==> config.mk <==
export PLATFORM = sky130hd
export DESIGN_NAME = legacy_mem_steer
export DESIGN_NICKNAME = d
export VERILOG_FILES = /design/src/rtl/lms_pkg.sv /design/src/rtl/lms_cfg_regs.sv /design/src/rtl/lms_region_decode.sv /design/src/rtl/lms_smram_view.sv /design/src/rtl/legacy_mem_steer.sv
export SDC_FILE = /design/constraint.sdc
export NUM_CORES = 1
export LEC_CHECK = 0
export ABC_CLOCK_PERIOD_IN_PS = 2100
export CORE_ASPECT_RATIO = 1.25
export CORE_MARGIN = 1.5
export CORE_UTILIZATION = 45
export DETAILED_ROUTE_END_ITERATION = 12
export PLACE_DENSITY = 0.82
export SLEW_MARGIN = 10
export SYNTH_ARGS = -nofsm -noshare
export SYNTH_HDL_FRONTEND = slang
export SYNTH_SLANG_ARGS = --single-unit
==> constraint.sdc <==
create_clock -name clk -period 2.1 [get_ports clk]
set_input_delay 0.42 -clock clk [delete_from_list [all_inputs] [get_ports clk]]
set_output_delay 0.42 -clock clk [all_outputs]
set_load 0.02 [all_outputs]
==> src/rtl/lms_pkg.sv <==
package lms_pkg;
   typedef struct packed {
      logic open;
      logic closed;
      logic lock;
      logic gen;
   } smram_ctl_t;

   localparam logic [2:0] SMRAM_FIXED = 3'b010;

   function automatic int half_up(input int v);
      return (v + 1) / 2;
   endfunction
endpackage

==> src/rtl/lms_cfg_regs.sv <==
module lms_cfg_regs
   import lms_pkg::*;
#(
   parameter int NREG      = 13,
   parameter int ATTR_OFS  = 'h59,
   parameter int SMRAM_OFS = 'h72,
   parameter int HINT_OFS  = 'h57,
   parameter int RAM_W     = 16
) (
   input  logic               clk,
   input  logic               rst_n,
   input  logic               cfg_we,
   input  logic [7:0]         cfg_addr,
   input  logic [7:0]         cfg_wdata,
   output logic [7:0]         cfg_rdata,
   input  logic [RAM_W-1:0]   ram_units,
   output logic [NREG*2-1:0]  region_attr,
   output smram_ctl_t         smram_ctl
);
   localparam int ATTR_BYTES = half_up(NREG - 1) + 1;

   if (RAM_W < 8) begin : g_bad_ramw
      $error("RAM_W must be at least 8");
   end
   if (ATTR_OFS + ATTR_BYTES > 256) begin : g_bad_ofs
      $error("attribute bytes exceed configuration space");
   end

   logic [7:0] attr_q [ATTR_BYTES];
   smram_ctl_t ctl_q;
   logic [7:0] hint_q;
   logic       init_q;

   for (genvar b = 0; b < ATTR_BYTES; b++) begin : g_byte
      always_ff @(posedge clk or negedge rst_n) begin
         if (!rst_n)
            attr_q[b] <= '0;
         else if (cfg_we && cfg_addr == 8'(ATTR_OFS + b))
            attr_q[b] <= cfg_wdata;
      end
   end

   // region i -> byte ceil(i/2); odd regions low nibble, others high nibble
   for (genvar r = 0; r < NREG; r++) begin : g_map
      localparam int BYTE = half_up(r);
      if (r % 2 == 1) begin : g_lo
         assign region_attr[r*2 +: 2] = attr_q[BYTE][1:0];
      end else begin : g_hi
         assign region_attr[r*2 +: 2] = attr_q[BYTE][5:4];
      end
   end

   always_ff @(posedge clk or negedge rst_n) begin
      if (!rst_n)
         ctl_q <= '0;
      else if (cfg_we && cfg_addr == 8'(SMRAM_OFS) && !ctl_q.lock) begin
         ctl_q.open   <= cfg_wdata[6] & ~cfg_wdata[4];
         ctl_q.closed <= cfg_wdata[5];
         ctl_q.lock   <= cfg_wdata[4];
         ctl_q.gen    <= cfg_wdata[3];
      end
   end

   always_ff @(posedge clk or negedge rst_n) begin
      if (!rst_n) begin
         hint_q <= '0;
         init_q <= 1'b0;
      end else if (!init_q) begin
         hint_q <= (ram_units > RAM_W'(255)) ? 8'hFF : ram_units[7:0];
         init_q <= 1'b1;
      end
   end

   always_comb begin
      cfg_rdata = '0;
      for (int i = 0; i < ATTR_BYTES; i++)
         if (cfg_addr == 8'(ATTR_OFS + i)) cfg_rdata = attr_q[i];
      if (cfg_addr == 8'(SMRAM_OFS))
         cfg_rdata = {1'b0, ctl_q.open, ctl_q.closed, ctl_q.lock, ctl_q.gen, SMRAM_FIXED};
      if (cfg_addr == 8'(HINT_OFS))
         cfg_rdata = hint_q;
   end

   assign smram_ctl = ctl_q;

   a_r2_attr_write: assert property (@(posedge clk) disable iff (!rst_n)
      (cfg_we && cfg_addr == 8'(ATTR_OFS)) |=> attr_q[0] == $past(cfg_wdata));
   a_r7_lock_sticky: assert property (@(posedge clk) disable iff (!rst_n)
      ctl_q.lock |=> ctl_q.lock && $stable(ctl_q));
   a_r7_open_cleared: assert property (@(posedge clk) disable iff (!rst_n)
      ctl_q.lock |-> !ctl_q.open);
   a_r11_hint_held: assert property (@(posedge clk) disable iff (!rst_n)
      init_q |=> $stable(hint_q));
endmodule

==> src/rtl/lms_region_decode.sv <==
module lms_region_decode #(
   parameter int AW         = 20,
   parameter int NREG       = 13,
   parameter int EXP_BASE   = 'hC0000,
   parameter int SEG_BYTES  = 'h4000,
   parameter int BIOS_BASE  = 'hF0000,
   parameter int BIOS_BYTES = 'h10000
) (
   input  logic              clk,
   input  logic              rst_n,
   input  logic [AW-1:0]     q_addr,
   input  logic [NREG*2-1:0] region_attr,
   output logic              any_hit,
   output logic              rd_dram,
   output logic              wr_dram
);
   if (EXP_BASE + (NREG - 1) * SEG_BYTES > BIOS_BASE) begin : g_bad_map
      $error("expansion segments overlap the BIOS region");
   end
   if (BIOS_BASE + BIOS_BYTES > (1 << AW)) begin : g_bad_aw
      $error("BIOS region exceeds the address width");
   end

   logic [NREG-1:0] hit_vec;
   logic [AW:0]     addr_x;
   assign addr_x = {1'b0, q_addr};

   for (genvar r = 0; r < NREG; r++) begin : g_reg
      localparam int BASE = (r == 0) ? BIOS_BASE  : EXP_BASE + (r - 1) * SEG_BYTES;
      localparam int SIZE = (r == 0) ? BIOS_BYTES : SEG_BYTES;
      assign hit_vec[r] = (addr_x >= (AW+1)'(BASE)) && (addr_x < (AW+1)'(BASE + SIZE));
   end

   always_comb begin
      rd_dram = 1'b0;
      wr_dram = 1'b0;
      for (int r = 0; r < NREG; r++) begin
         if (hit_vec[r]) begin
            rd_dram = region_attr[r*2];
            wr_dram = region_attr[r*2+1];
         end
      end
   end

   assign any_hit = |hit_vec;

   a_r5_one_region: assert property (@(posedge clk) disable iff (!rst_n)
      $onehot0(hit_vec));
endmodule

==> src/rtl/lms_smram_view.sv <==
module lms_smram_view
   import lms_pkg::*;
#(
   parameter int AW     = 20,
   parameter int WIN_LO = 'hA0000,
   parameter int WIN_HI = 'hBFFFF
) (
   input  logic          clk,
   input  logic          rst_n,
   input  logic [AW-1:0] q_addr,
   input  logic          q_smm,
   input  smram_ctl_t    ctl,
   output logic          in_win,
   output logic          win_dram,
   output logic          vis_normal,
   output logic          vis_smm
);
   if (WIN_LO > WIN_HI) begin : g_bad_win
      $error("SMRAM window bounds reversed");
   end

   assign in_win     = (q_addr >= AW'(WIN_LO)) && (q_addr <= AW'(WIN_HI));
   assign vis_normal = ctl.open;
   assign vis_smm    = ctl.open | ctl.gen;
   assign win_dram   = q_smm ? vis_smm : vis_normal;

   a_r9_smm_superset: assert property (@(posedge clk) disable iff (!rst_n)
      vis_normal |-> vis_smm);
endmodule

==> src/rtl/legacy_mem_steer.sv <==
module legacy_mem_steer
   import lms_pkg::*;
#(
   parameter int AW         = 20,
   parameter int RAM_W      = 16,
   parameter int NUM_EXP    = 12,
   parameter int EXP_BASE   = 'hC0000,
   parameter int SEG_BYTES  = 'h4000,
   parameter int BIOS_BASE  = 'hF0000,
   parameter int BIOS_BYTES = 'h10000,
   parameter int WIN_LO     = 'hA0000,
   parameter int WIN_HI     = 'hBFFFF,
   parameter int ATTR_OFS   = 'h59,
   parameter int SMRAM_OFS  = 'h72,
   parameter int HINT_OFS   = 'h57
) (
   input  logic             clk,
   input  logic             rst_n,
   input  logic             cfg_we,
   input  logic [7:0]       cfg_addr,
   input  logic [7:0]       cfg_wdata,
   output logic [7:0]       cfg_rdata,
   input  logic [RAM_W-1:0] ram_units,
   input  logic [AW-1:0]    q_addr,
   input  logic             q_is_write,
   input  logic             q_smm,
   output logic             to_dram,
   output logic             to_pci,
   output logic             vis_ram_normal,
   output logic             vis_ram_smm
);
   localparam int NREG = NUM_EXP + 1;

   if (WIN_HI >= EXP_BASE) begin : g_bad_overlap
      $error("SMRAM window overlaps shadow regions");
   end

   logic [NREG*2-1:0] region_attr;
   smram_ctl_t        ctl;
   logic              any_hit, rd_dram, wr_dram;
   logic              in_win, win_dram;

   lms_cfg_regs #(
      .NREG(NREG), .ATTR_OFS(ATTR_OFS), .SMRAM_OFS(SMRAM_OFS),
      .HINT_OFS(HINT_OFS), .RAM_W(RAM_W)
   ) i_regs (
      .clk(clk), .rst_n(rst_n), .cfg_we(cfg_we), .cfg_addr(cfg_addr),
      .cfg_wdata(cfg_wdata), .cfg_rdata(cfg_rdata), .ram_units(ram_units),
      .region_attr(region_attr), .smram_ctl(ctl)
   );

   lms_region_decode #(
      .AW(AW), .NREG(NREG), .EXP_BASE(EXP_BASE), .SEG_BYTES(SEG_BYTES),
      .BIOS_BASE(BIOS_BASE), .BIOS_BYTES(BIOS_BYTES)
   ) i_dec (
      .clk(clk), .rst_n(rst_n), .q_addr(q_addr), .region_attr(region_attr),
      .any_hit(any_hit), .rd_dram(rd_dram), .wr_dram(wr_dram)
   );

   lms_smram_view #(.AW(AW), .WIN_LO(WIN_LO), .WIN_HI(WIN_HI)) i_win (
      .clk(clk), .rst_n(rst_n), .q_addr(q_addr), .q_smm(q_smm), .ctl(ctl),
      .in_win(in_win), .win_dram(win_dram),
      .vis_normal(vis_ram_normal), .vis_smm(vis_ram_smm)
   );

   logic region_dram;
   assign region_dram = q_is_write ? wr_dram : rd_dram;

   always_comb begin
      to_dram = 1'b0;
      to_pci  = 1'b0;
      if (in_win) begin
         to_dram = win_dram;
         to_pci  = ~win_dram;
      end else if (any_hit) begin
         to_dram = region_dram;
         to_pci  = ~region_dram;
      end
   end

   a_r12_exclusive: assert property (@(posedge clk) disable iff (!rst_n)
      !(to_dram && to_pci));
   a_r8_closed_window: assert property (@(posedge clk) disable iff (!rst_n)
      (in_win && !q_smm && !vis_ram_normal) |-> to_pci);
   a_r1_covered: assert property (@(posedge clk) disable iff (!rst_n)
      (in_win || any_hit) |-> (to_dram || to_pci));
endmodule

### Yosys cells after proc, flatten, opt, wreduce, memory -nomap -nowiden

Index checks and enable logic that the tools add are counted.

| storage, ports and cells | value |
|---|---|
| bits in registers | 69 |
| logic and storage cells | 123 |

| cells by class | value |
|---|---|
| order comparisons | 29 |
| eq/ne operators | 9 |
| multiplexer cells | 42 |
| bitwise gates (word level) | 5 |
| reduce and logical (&&, ||, !) cells | 25 |

Operators with widths:

| kind | number |
|---|---|
| 20-bit greater-or-equal comparator, second input constant | 14 |
| 20-bit less-than comparator, second input constant | 12 |
| 8-bit 2-to-1 mux | 10 |
| 8-bit by 7-bit == test with 1-bit output, second input constant | 9 |
| 1-bit 2-to-1 mux | 32 |
| 1-bit logical AND | 23 |
| 20-bit by 21-bit less-than comparator with 1-bit output, second input constant | 1 |
| 20-bit less-or-equal comparator, second input constant | 1 |
| 16-bit by 8-bit > comparator with 1-bit output, second input constant | 1 |
| 13-bit OR reduction | 1 |
| 1-bit NOT | 3 |
| 1-bit bitwise AND | 1 |
| 1-bit zero test | 1 |
| 1-bit bitwise OR | 1 |

### Logic depth before layout (Yosys ltp)

Gate-level depths: netlist of the first run.

| depth | value |
|---|---|
| depth in word-level cells | 19 |
| depth in mapped cells | 8 |

### By module

A second synthesis of the first run with hierarchy kept.

| unflattened totals | value |
|---|---|
| cell total of the unflattened synthesis | 353 |
| area, all modules | 4001.3 µm² |

Modules (own cells, without submodules):

| module | instances | cells an instance | area each (µm²) | seq. area each (µm²) |
|---|---|---|---|---|
| lms_cfg_regs | 1 | 317 | 3664.8 | 1726.7 |
| lms_region_decode | 1 | 26 | 259.0 | 0.0 |
| legacy_mem_steer | 1 | 6 | 46.3 | 0.0 |
| lms_smram_view | 1 | 4 | 31.3 | 0.0 |

### Worst setup path before layout of the first run

Ideal clock, no wire load.

| timing | value |
|---|---|
| path kind | in2out |
| from | in cfg_addr[7] |
| to | out cfg_rdata[2] |
| arrival time | 2.182 ns |
| data required time | 1.680 ns |
| setup slack | -0.502 ns |
| cell stages on the path | 6 |
| buffers on the path | 1 |
| cell sequence | nand3b_4 or4b_1 buf_6 nor2_1 a211oi_1 o41ai_1 |

| between the ends | value |
|---|---|
| word-level cells in the longest chain between the ends | 10 |
| elaborated cells between the ends (all ways) | 18 |

Ends and longest elaborated chain:

| what | line | RTL |
|---|---|---|
| from (decl) | legacy_mem_steer.sv:20 | `input logic [7:0] cfg_addr,` |
| 8-bit by 7-bit == test with 1-bit output | lms_cfg_regs.sv:77 | `if (cfg_addr == 8'(ATTR_OFS + i)) cfg_rdata = attr_q[i];` |
| 8-bit 2-to-1 mux (7 in a row) | lms_cfg_regs.sv:77 |  |
| 8-bit 2-to-1 mux | lms_cfg_regs.sv:78 | `if (cfg_addr == 8'(SMRAM_OFS))` |
| 8-bit 2-to-1 mux * | lms_cfg_regs.sv:80 | `if (cfg_addr == 8'(HINT_OFS))` |
| to (decl) | legacy_mem_steer.sv:22 | `output logic [7:0] cfg_rdata,` |

Mark *: on every way between the ends. The rest lies on a longest branch, timed or not.

### Final worst setup path of the first run

| timing | value |
|---|---|
| from | in cfg_addr[7] |
| to | out cfg_rdata[1] |

The elaborated chain is that of the path after synthesis.

==> key figures, run 1 <==
Detailed routing
  • Final wirelength: 11000 um
  • Initial DRC Count: 258
  • Drt via density: 5.77
  • Post-route ant nets: 0
  • Post-route DRC violation count: 0
  • Vias: 3340
  • DR WL/cell: 18.9 um
  • First-pass DRT Iterations: 7

Placement
  • DP HPWL: 7670 um
  • I/O Buffers: 54
  • Post-Place Worst Slack: -1300 ps
  • Cell count after placement: 555
  • Final Wtd Congestion: 0.971

Synthesis
  • Synthesized area per cell: 10.8 sq um
  • Post-synth EDFFs: 0
  • Most frequent cell after synthesis: dfrtp_1
  • Post-synthesis sequential area ratio: 46.3%
  • Synth top area cells: dfrtp_1 46%, mux2_2 21%, nor2_1 3.6%
  • Synthesized area: 3730 sq um
  • Post-Syn Nets: 402
  • Count of cell types in the netlist: 52
  • Synth Register Bits: 69
  • Synth Flop Type: dfrtp_1
  • Share of the synthesized area in the top cell type: 46.3%
  • Post-synthesis async set-or-reset flop share: 100%
  • Synth top cells by count: 69 x dfrtp_1, 68 x mux2_2, 36 x nor2_1
  • Ys Warns: 0
  • Synth Instances: 345
  • Yosys top cell by area: dfrtp_1

Power
  • Lkg Pwr: 0.00254 uW
  • Overall Power: 2840 uW
  • VDD IR-drop max: 0.456 mV
  • Power Dens Cells: 523 nW/um^2

Floorplanning
  • DIE HEIGHT: 105 um
  • CORE AREA: 7930 sq um
  • Io pins: 69
  • Row count: 36
  • Initial cell density of the core: 47.0%
  • Die Wd: 84.4 um
  • Die area: 8840 sq um

Run status
  • Failing checks: negative setup slack
  • Outcome: complete, but fails checks

Clock network
  • CTS tree: built
  • CTS buffer count: 9
  • CTS max path bufs: 2
  • Worst skew pair latency: 340 ps
  • CTS Sinks: 69
  • CTS root buffer: clkbuf_8
  • Clock Pin Slew Worst Setup and Hold Paths: 70 ps
  • CTS hold repair buffers: 0
  • CTS H-tree depth: 3

GRT
  • First-pass GRT wire length: 17900 um
  • Gr ovfl total: 0
  • Overall Global Routing Usage: 25.8%
  • Vias in the first global route: 3674
  • Largest net degree at the start of global routing: 70
  • Antenna violations before repair: 0

Final layout
  • Finished Layout Cells: 579
  • Diode count: 0
  • Final nets: 538
  • Synthesis-to-finish area growth: 45.6%
  • Fraction of layout cells with a size suffix above 1: 50.8%

Setup path
  • RR Startpoint: i_regs.init_q
  • Critical Path End Type: output port
  • Data arrival, critical path: 2090 ps
  • Worst R2R Path Depth: 4
  • R2R Path End: i_regs.hint_q[0]
  • Crit path launch type: input pin
  • Worst reg-to-reg setup slack: 920 ps
  • Worst EP required: 1680 ps
  • CP max FO: 4
  • Crit Path Class: in -> out

STA
  • Final setup viols: 10
  • Hold WS: 76.3 ps
  • Fin. Hold Viols: 0
  • Fin crit share: 120%
  • Minimum clock period: 2510 ps
  • Setup ws final: -413 ps
  • Max Freq: 398 MHz
  • Max-slew violation count: 0
  • RSZ-0062 raised after global routing: true
  • Clock skew: 2.33 ps

Job
  • Max-cap violations: 0

Worst hold path
  • Hold Crit Class: in -> async
==> layout by cell type (no fill, tap or decap), types with 4 or more instances in the layout <==
cell type        count
buf_2                9
o211ai_1             7
o21ai_0              4
a21oi_1             14
mux2_4               9
inv_1               12
o22ai_1              5
nand3_1              4
clkdlybuf4s50_1     29
nor2_2               9
a222oi_1             5
nor2_4               5
clkbuf_8            11
mux2i_1              4
a22oi_2              7
dfrtp_1             69
o21a_1               6
mux2_2              59
nand2b_1             5
nand3b_1             4
nor2_1              24
buf_6               16
nand2_1             18
buf_4               80
==> through the flow <==
step	setup TNS (ps)	utilization, %	area, sq um
4_1_cts	-2910	67.9	5380
5_1_grt	-3680	68.5	5430
6_report	-2930	68.5	5430
3_3_place_gp	-32930	62.8	4980
2_1_floorplan	-3740	-	3850
3_5_place_dp	-34550	62.8	4980
==> layout make-up <==
class,instances,area [sq um]
fill,556,2500
clock buffer,12,155
sequential,69,1730
clock inverter,2,10.0
timing repair buffer,140,1170
inverter,13,48.8
multi-input combinational,248,2190
tap,95,119
==> critical path: stages <==
cell and delay (ps):
buf_6 90, nand3b_4 140, or4b_4 500, buf_6 150, nor2_4 80, o21a_1 150, o221ai_2 120, a221oi_4 280
buf_6 150
==> kinds of logic after synthesis <==
group                  Yosys count  share of synthesized area, %
buffers and inverters           28                          3.39
multiplexers                    72                          21.6
AO/OA/AOI/OAI                   75                          14.1
AND/OR/NAND/NOR                100                          14.5
other                            1                         0.101
flip-flops                      69                          46.3
==> power breakdown <==
group          leakage (uW)  internal [uW]  switching [uW]
Clock             0.0000881            477             463
Sequential         0.000909           1380            39.0
Combinational       0.00154            254             220
==> worst max path at each step <==
stage,start,to,slack (ps),cells after the start
after global routing,cfg_addr[7],cfg_rdata[1],-460,9
after detailed placement,cfg_addr[6],cfg_rdata[1],-1300,9
after floorplan,cfg_addr[7],cfg_rdata[1],-280,7
after CTS,cfg_addr[7],cfg_rdata[1],-430,9
final,cfg_addr[7],cfg_rdata[1],-410,9
after global placement,cfg_addr[4],cfg_rdata[1],-1270,9
==> state kept, by name, indices dropped and copies added, names as in the netlist <==
name / flops
i_regs.attr_q: 30
i_regs.hint_q: 8
i_regs.init_q: 1
i_regs.region_attr: 26
i_regs.smram_ctl: 4
==> per-layer routing <==
layer	global-route usage [%]	routed length, um
met3	4.66	462
met2	44.4	5600
met1	30.6	4440
met4	12.9	457
met5	0	0
==> timing repair <==
item / 4_1_cts / 5_1_grt
pin swaps: 24 / 12
setup endpoints to repair: 51 / 10
setup buffers: 6 / 2
cloned: 2 / 0
resized for setup: 153 / 13
Power figures use the tool's default switching activity.
==> inputs of run 2 (changes only) <==
- ABC_CLOCK_PERIOD_IN_PS: 2100 -> 2200
- SLEW_MARGIN: 10 -> unset
- clock period: 2.1 -> 2.2 ns (I/O delays scaled with it)
==> key figures, run 2 (same netlist as run 1, synthesis figures left out) <==
Run status
  • Outcome: complete, but fails checks
  • Failing checks: negative setup slack

Final layout
  • Most flop-heavy register: i_regs.attr_q
  • Finished Core Util: 66.7%
  • Fraction of layout cells with a size suffix above 1: 46.8%
  • Final nets: 535
  • Synthesis-to-finish area growth: 41.8%
  • Max reg flops: 30
  • Diode count: 0
  • Commonest non-fill, non-tap cells in the layout: 78 x buf_4, 69 x dfrtp_1, 68 x mux2_2, 29 x nor2_1, 29 x clkdlybuf4s50_1
  • Most common cell after layout, fill and taps aside: buf_4

Worst hold path
  • Worst hold endpoint: i_regs.smram_ctl[1]
  • Hold Path Depth: 1
  • Hold Crit Class: reg -> reg
  • Hold Crit Start: i_regs.smram_ctl[1]

Placement
  • DP HPWL: 7660 um
  • I/O Buffers: 54
  • Final Wtd Congestion: 0.990

Floorplanning
  • Row count: 36
  • CORE AREA: 7930 sq um
  • Die Wd: 84.4 um
  • DIE HEIGHT: 105 um
  • Initial cell density of the core: 47.0%
  • Die area: 8840 sq um
  • Io pins: 69

Detailed routing
  • Routed wl met2: 5510 um
  • Final wirelength: 10400 um
  • Drt via density: 5.80
  • DR WL/cell: 18.0 um
  • Vias: 3351
  • Routed wire length on met3: 487 um
  • Post-route ant nets: 0
  • First-pass DRT Iterations: 4
  • Post-route DRC violation count: 0
  • DRT met1 WL: 4110 um
  • Initial DRC Count: 185
  • Highest metal used: met4

GRT
  • Antenna violations before repair: 0
  • Largest net degree at the start of global routing: 30
  • Overall Global Routing Usage: 24.0%
  • Gr ovfl total: 0
  • First-pass GRT wire length: 16800 um
  • Vias in the first global route: 3470

Setup path
  • Crit Path Class: in -> out
  • Worst EP required: 1760 ps
  • Worst reg-to-reg setup slack: 960 ps
  • CP peak stage delay: 530 ps
  • Most Frequent Cell on Critical Path: nor2_1
  • Data arrival, critical path: 2140 ps
  • R2R Path End: i_regs.hint_q[7]
  • Worst R2R Path Depth: 4
  • CP cell instances: buf_6 > nand3b_4 > or4b_4 > buf_2 > nor2_1 > o21a_1 > nor2_1 > o211ai_1 > buf_4
  • Critical path's slowest cell: or4b_4
  • CP max FO: 5
  • Critical Path End Type: output port
  • RR Startpoint: i_regs.init_q
  • Crit path launch type: input pin

Power
  • Power Dens Cells: 523 nW/um^2
  • VDD IR-drop max: 0.565 mV
  • Lkg Pwr: 0.00249 uW

Clock network
  • CTS H-tree depth: 3
  • CTS max path bufs: 2
  • CTS tree: built
  • Clock Pin Slew Worst Setup and Hold Paths: 60 ps
  • CTS root buffer: clkbuf_8
  • CTS buffer count: 9
  • CTS Sinks: 69
  • Worst skew pair latency: 340 ps

STA
  • Max Freq: 387 MHz
  • Final setup TNS: -2860 ps
  • Fin crit share: 117%
  • Max-slew violation count: 0
  • Fin. Hold Viols: 0
  • RSZ-0062 raised after global routing: true
  • Hold WS: 491 ps
  • Setup ws final: -384 ps
  • Clock skew: 3.27 ps
  • Final setup viols: 10
  • Minimum clock period: 2580 ps

Job
  • Max-cap violations: 0
## run 2: cell count changes in the layout (fill, tap and decap cells not counted), sizes merged
cell	change
buf	-7
clkbuf	-3
clkdlybuf4s15	+3
clkinv	+2
dlygate4sd2	+2
bufinv	+1
dlygate4sd3	+1
## run 2: critical path, delay by kind of cell
family / cells / cell delay, ps
AOI/OAI and AO/OA: 2 / 350
buffers and inverters: 3 / 480
and+or+nand+nor: 4 / 890
## run 2: metrics by stage
| step | area (sq um) | setup WS, ps | instances | power [uW] |
|---|---|---|---|---|
| finish | 5290 | -384 | 578 | 2770 |
| global route | 5290 | -431 | 578 | 2880 |
| CTS | 5200 | -356 | 576 | 2780 |
| detailed placement | 4920 | -1230 | 554 | 1780 |
| global placement | 4920 | -1210 | 554 | 1760 |
| floorplan | 3790 | -220 | 345 | 1540 |
## run 2: repair_timing
item,CTS,global route
gates cloned,2,0
setup buffers,3,2
resized for setup,113,18
pin swaps,21,10
setup endpoints to repair,42,10
endpoints found under the hold margin,14,0
hold buffers,1,0
## run 2: worst max path at each step
stage           startpoint      endpoint  slack (ps)  depth (start not counted)
2_1_floorplan  cfg_addr[7]  cfg_rdata[1]        -220                          7
3_3_place_gp   cfg_addr[4]  cfg_rdata[1]       -1210                          9
3_5_place_dp   cfg_addr[4]  cfg_rdata[1]       -1230                          9
4_1_cts        cfg_addr[7]  cfg_rdata[1]        -360                          9
5_1_grt        cfg_addr[7]  cfg_rdata[5]        -430                          9
6_report       cfg_addr[7]  cfg_rdata[5]        -380                          9
## run 2: metal layers
| layer | vias up | GRT usage [%] |
|---|---|---|
| met5 | - | 0 |
| met4 | 0 | 11.8 |
| met3 | 25 | 3.87 |
| met2 | 109 | 41.8 |
| met1 | 1669 | 28.6 |
| li1 | 1548 | - |
## run 2: power by group
group	switching (uW)	total, uW	internal, uW
combinational	195	418	224
clock	444	990	546
sequential	36.2	1360	1320
## run 2: layout make-up
| cell class | instances | area, sq um |
|---|---|---|
| Fill cell | 602 | 2640 |
| Multi-Input combinational cell | 248 | 2060 |
| Sequential cell | 69 | 1730 |
| Timing Repair Buffer | 137 | 1140 |
| Clock buffer | 11 | 141 |
| Tap cell | 95 | 119 |
| Clock inverter | 5 | 50.0 |
| Inverter | 13 | 48.8 |
==> inputs of run 3 (changes only) <==
- ABC_AREA: unset -> 1
==> key figures, run 3 <==
Placement
  • DP HPWL: 7860 um
  • I/O Buffers: 54
  • Final Wtd Congestion: 0.932

Power
  • Flop pwr share: 44.6%
  • Int Pwr: 2310 uW
  • Psw: 756 uW
  • VDD IR-drop max: 0.410 mV
  • Power Dens Cells: 559 nW/um^2
  • Lkg Pwr: 0.00271 uW
  • Switching Fraction: 24.6%
  • Clock power frac: 42.7%
  • Combinational share of power: 12.6%

Clock network
  • CTS root buffer: clkbuf_8
  • Clock Pin Slew Worst Setup and Hold Paths: 80 ps
  • CTS max path bufs: 2
  • CTS Sinks: 69
  • CTS buffer count: 9
  • CTS tree: built
  • CTS H-tree depth: 3
  • Worst skew pair latency: 350 ps

Synthesis
  • Synthesized area: 3650 sq um
  • Synth top cells by count: 143 x nand2_1, 69 x dfrtp_1, 33 x inv_1
  • Share of the synthesized area in the top cell type: 47.3%
  • Post-synthesis compound-gate area fraction: 15.1%
  • Post-Syn Nets: 510
  • Synth Instances: 453
  • Synth Register Bits: 69
  • Synth Flop Type: dfrtp_1
  • Simple-Gate Fraction of Synth Area: 31.3%
  • Count of cell types in the netlist: 40
  • Largest family of logic cells by synthesized area: simple AND/OR/NAND/NOR gates
  • Adder-cell share of the synthesized area: 0%
  • Synthesized area per cell: 8.07 sq um
  • Post-synthesis sequential area ratio: 47.3%
  • Yosys top cell by area: dfrtp_1
  • Synth top area cells: dfrtp_1 47%, nand2_1 15%, o21ai_0 3.7%
  • Multiplexer share of the synthesized area: 0%
  • Post-synth EDFFs: 0
  • Ys Warns: 0
  • Most frequent cell after synthesis: nand2_1
  • XOR/XNOR Fraction of Synth Area: 0%
  • Post-synthesis async set-or-reset flop share: 100%

GRT
  • Gr ovfl total: 0
  • Vias in the first global route: 4113
  • Antenna violations before repair: 0
  • Largest net degree at the start of global routing: 54
  • First-pass GRT wire length: 19800 um
  • Overall Global Routing Usage: 28.9%

Final layout
  • Multi-input logic area: 1970 sq um
  • Fraction of layout cells with a size suffix above 1: 37.7%
  • Most flop-heavy register: i_regs.attr_q
  • Most common cell after layout, fill and taps aside: nand2_1
  • Commonest non-fill, non-tap cells in the layout: 125 x nand2_1, 69 x dfrtp_1, 64 x buf_4, 29 x clkdlybuf4s50_1
  • Max reg flops: 30
  • Final nets: 643
  • Fill cells: 525
  • Diode count: 0
  • Synthesis-to-finish area growth: 50.4%
  • Register area: 1730 sq um
  • Finished Core Util: 70.1%

Setup path
  • Critical path launch point: q_addr[15]
  • Critical path endpoint: to_pci
  • Crit path launch type: input pin
  • Worst R2R Path Depth: 3
  • Critical Path End Type: output port
  • Worst reg-to-reg setup slack: 1070 ps
  • Data arrival, critical path: 2150 ps
  • Crit Path Class: in -> out
  • Buf/Inv on CP: 3
  • Most Frequent Cell on Critical Path: nand2_1
  • CP peak stage delay: 340 ps
  • Worst path depth: 13
  • CP cell instances: buf_4 > buf_4 > nor4_2 > nand2_1 > nand4_1 > nand2_1 > nand2_1 > nand2_1 > nand2_1 > nand2_2 > nand2_1 > nand2_1 > buf_6
  • Top delay family on crit path: simple AND/OR/NAND/NOR gates
  • R2R Path End: i_regs.hint_q[5]
  • Worst EP required: 1760 ps
  • Critical path's slowest cell: nor4_2
  • RR Startpoint: i_regs.init_q
  • CP max FO: 5

Detailed routing
  • Vias: 4090
  • Post-route ant nets: 0
  • DR WL/cell: 19.7 um
  • Drt via density: 5.96
  • Post-route DRC violation count: 0
  • Final wirelength: 13500 um
  • Initial DRC Count: 566
  • First-pass DRT Iterations: 5

Floorplanning
  • Row count: 36
  • Die Wd: 83.6 um
  • DIE HEIGHT: 104 um
  • Io pins: 69
  • Initial cell density of the core: 46.6%
  • CORE AREA: 7840 sq um
  • Die area: 8670 sq um

STA
  • Max-slew violation count: 0
  • Minimum clock period: 2590 ps
  • Setup ws final: -393 ps
  • Clock skew: 1.69 ps
  • Fin crit share: 118%
  • RSZ-0062 raised after global routing: true
  • Final setup TNS: -2080 ps
  • Max Freq: 386 MHz
  • Fin. Hold Viols: 0
  • Final setup viols: 10

Run status
  • Failing checks: negative setup slack
  • Outcome: complete, but fails checks

Job
  • Max-cap violations: 0

Worst hold path
  • Hold Crit Class: in -> async
## run 3: cell count changes in the layout (fill, tap and decap cells not counted), moves of 12 or more
| cell | before | now |
|---|---|---|
| nand2_2 | 1 | 17 |
| nand2_1 | 19 | 125 |
| buf_6 | 12 | 25 |
| o21ai_2 | 3 | 16 |
| o21ai_0 | 5 | 25 |
| buf_4 | 78 | 64 |
| inv_2 | 1 | 13 |
| nand4_1 | 0 | 12 |
| o21ai_1 | 0 | 22 |
| mux2_2 | 68 | 0 |
| inv_1 | 12 | 25 |
## run 3: how the worst min path moves through the flow
stage / from / to / depth (start not counted)
2_1_floorplan: rst_n / i_regs.attr_q[10] / 0
3_3_place_gp: rst_n / i_regs.attr_q[50] / 1
3_5_place_dp: rst_n / i_regs.attr_q[50] / 1
4_1_cts: rst_n / i_regs.region_attr[1] / 1
5_1_grt: rst_n / i_regs.region_attr[8] / 1
6_report: rst_n / i_regs.region_attr[8] / 1
## run 3: layout make-up
type	count	area share [%]
multi-input combinational	332	35.9
clock inverter	5	1.93
inverter	42	3.28
clock buffer	11	2.75
tap	95	2.16
sequential	69	31.4
timing repair buffer	132	22.6
## run 3: repair_timing
item                       in CTS  in global routing
setup endpoints to repair      10                 10
hold buffers                    0                  0
cloned                          1                  0
buffers inserted               25                  9
resized for setup             172                 51
pin swaps                      30                 38
## run 3: power by group through the flow
stage	clock network, uW	registers [uW]	logic, uW
5_1_grt	1360	1370	415
6_report	1310	1370	387
3_3_place_gp	0	1380	300
4_1_cts	1300	1360	349
3_5_place_dp	0	1380	311
2_1_floorplan	0	1370	123
## run 3: cells by family (layout without fill, tap and decap cells)
family,count (synthesis),in the layout
flip-flops,69,69
buffers and inverters,52,190
other,1,1
AND/OR/NAND/NOR,238,238
AO/OA/AOI/OAI,93,93
## run 3: through the flow
stage	std cells	area (sq um)	power, uW	setup WS [ps]	hold slack, ps
2_1_floorplan	453	3650	1490	90.2	144
3_3_place_gp	637	4620	1680	-1020	381
3_5_place_dp	637	4620	1690	-1120	385
4_1_cts	679	5300	3020	-224	20.7
5_1_grt	686	5500	3150	-520	34.4
6_report	686	5500	3070	-393	12.7
## run 3: layer usage
layer / global-route usage (%) / vias to the layer above / share of wire [%] / wire, um
met1: 31.3 / 1933 / 34 / 4650
li1: - / 1769 / - / -
met4: 21.7 / 0 / 8.3 / 1120
met3: 4.86 / 106 / 6.9 / 927
met5: 0 / - / 0 / 0
met2: 49.9 / 282 / 50 / 6830
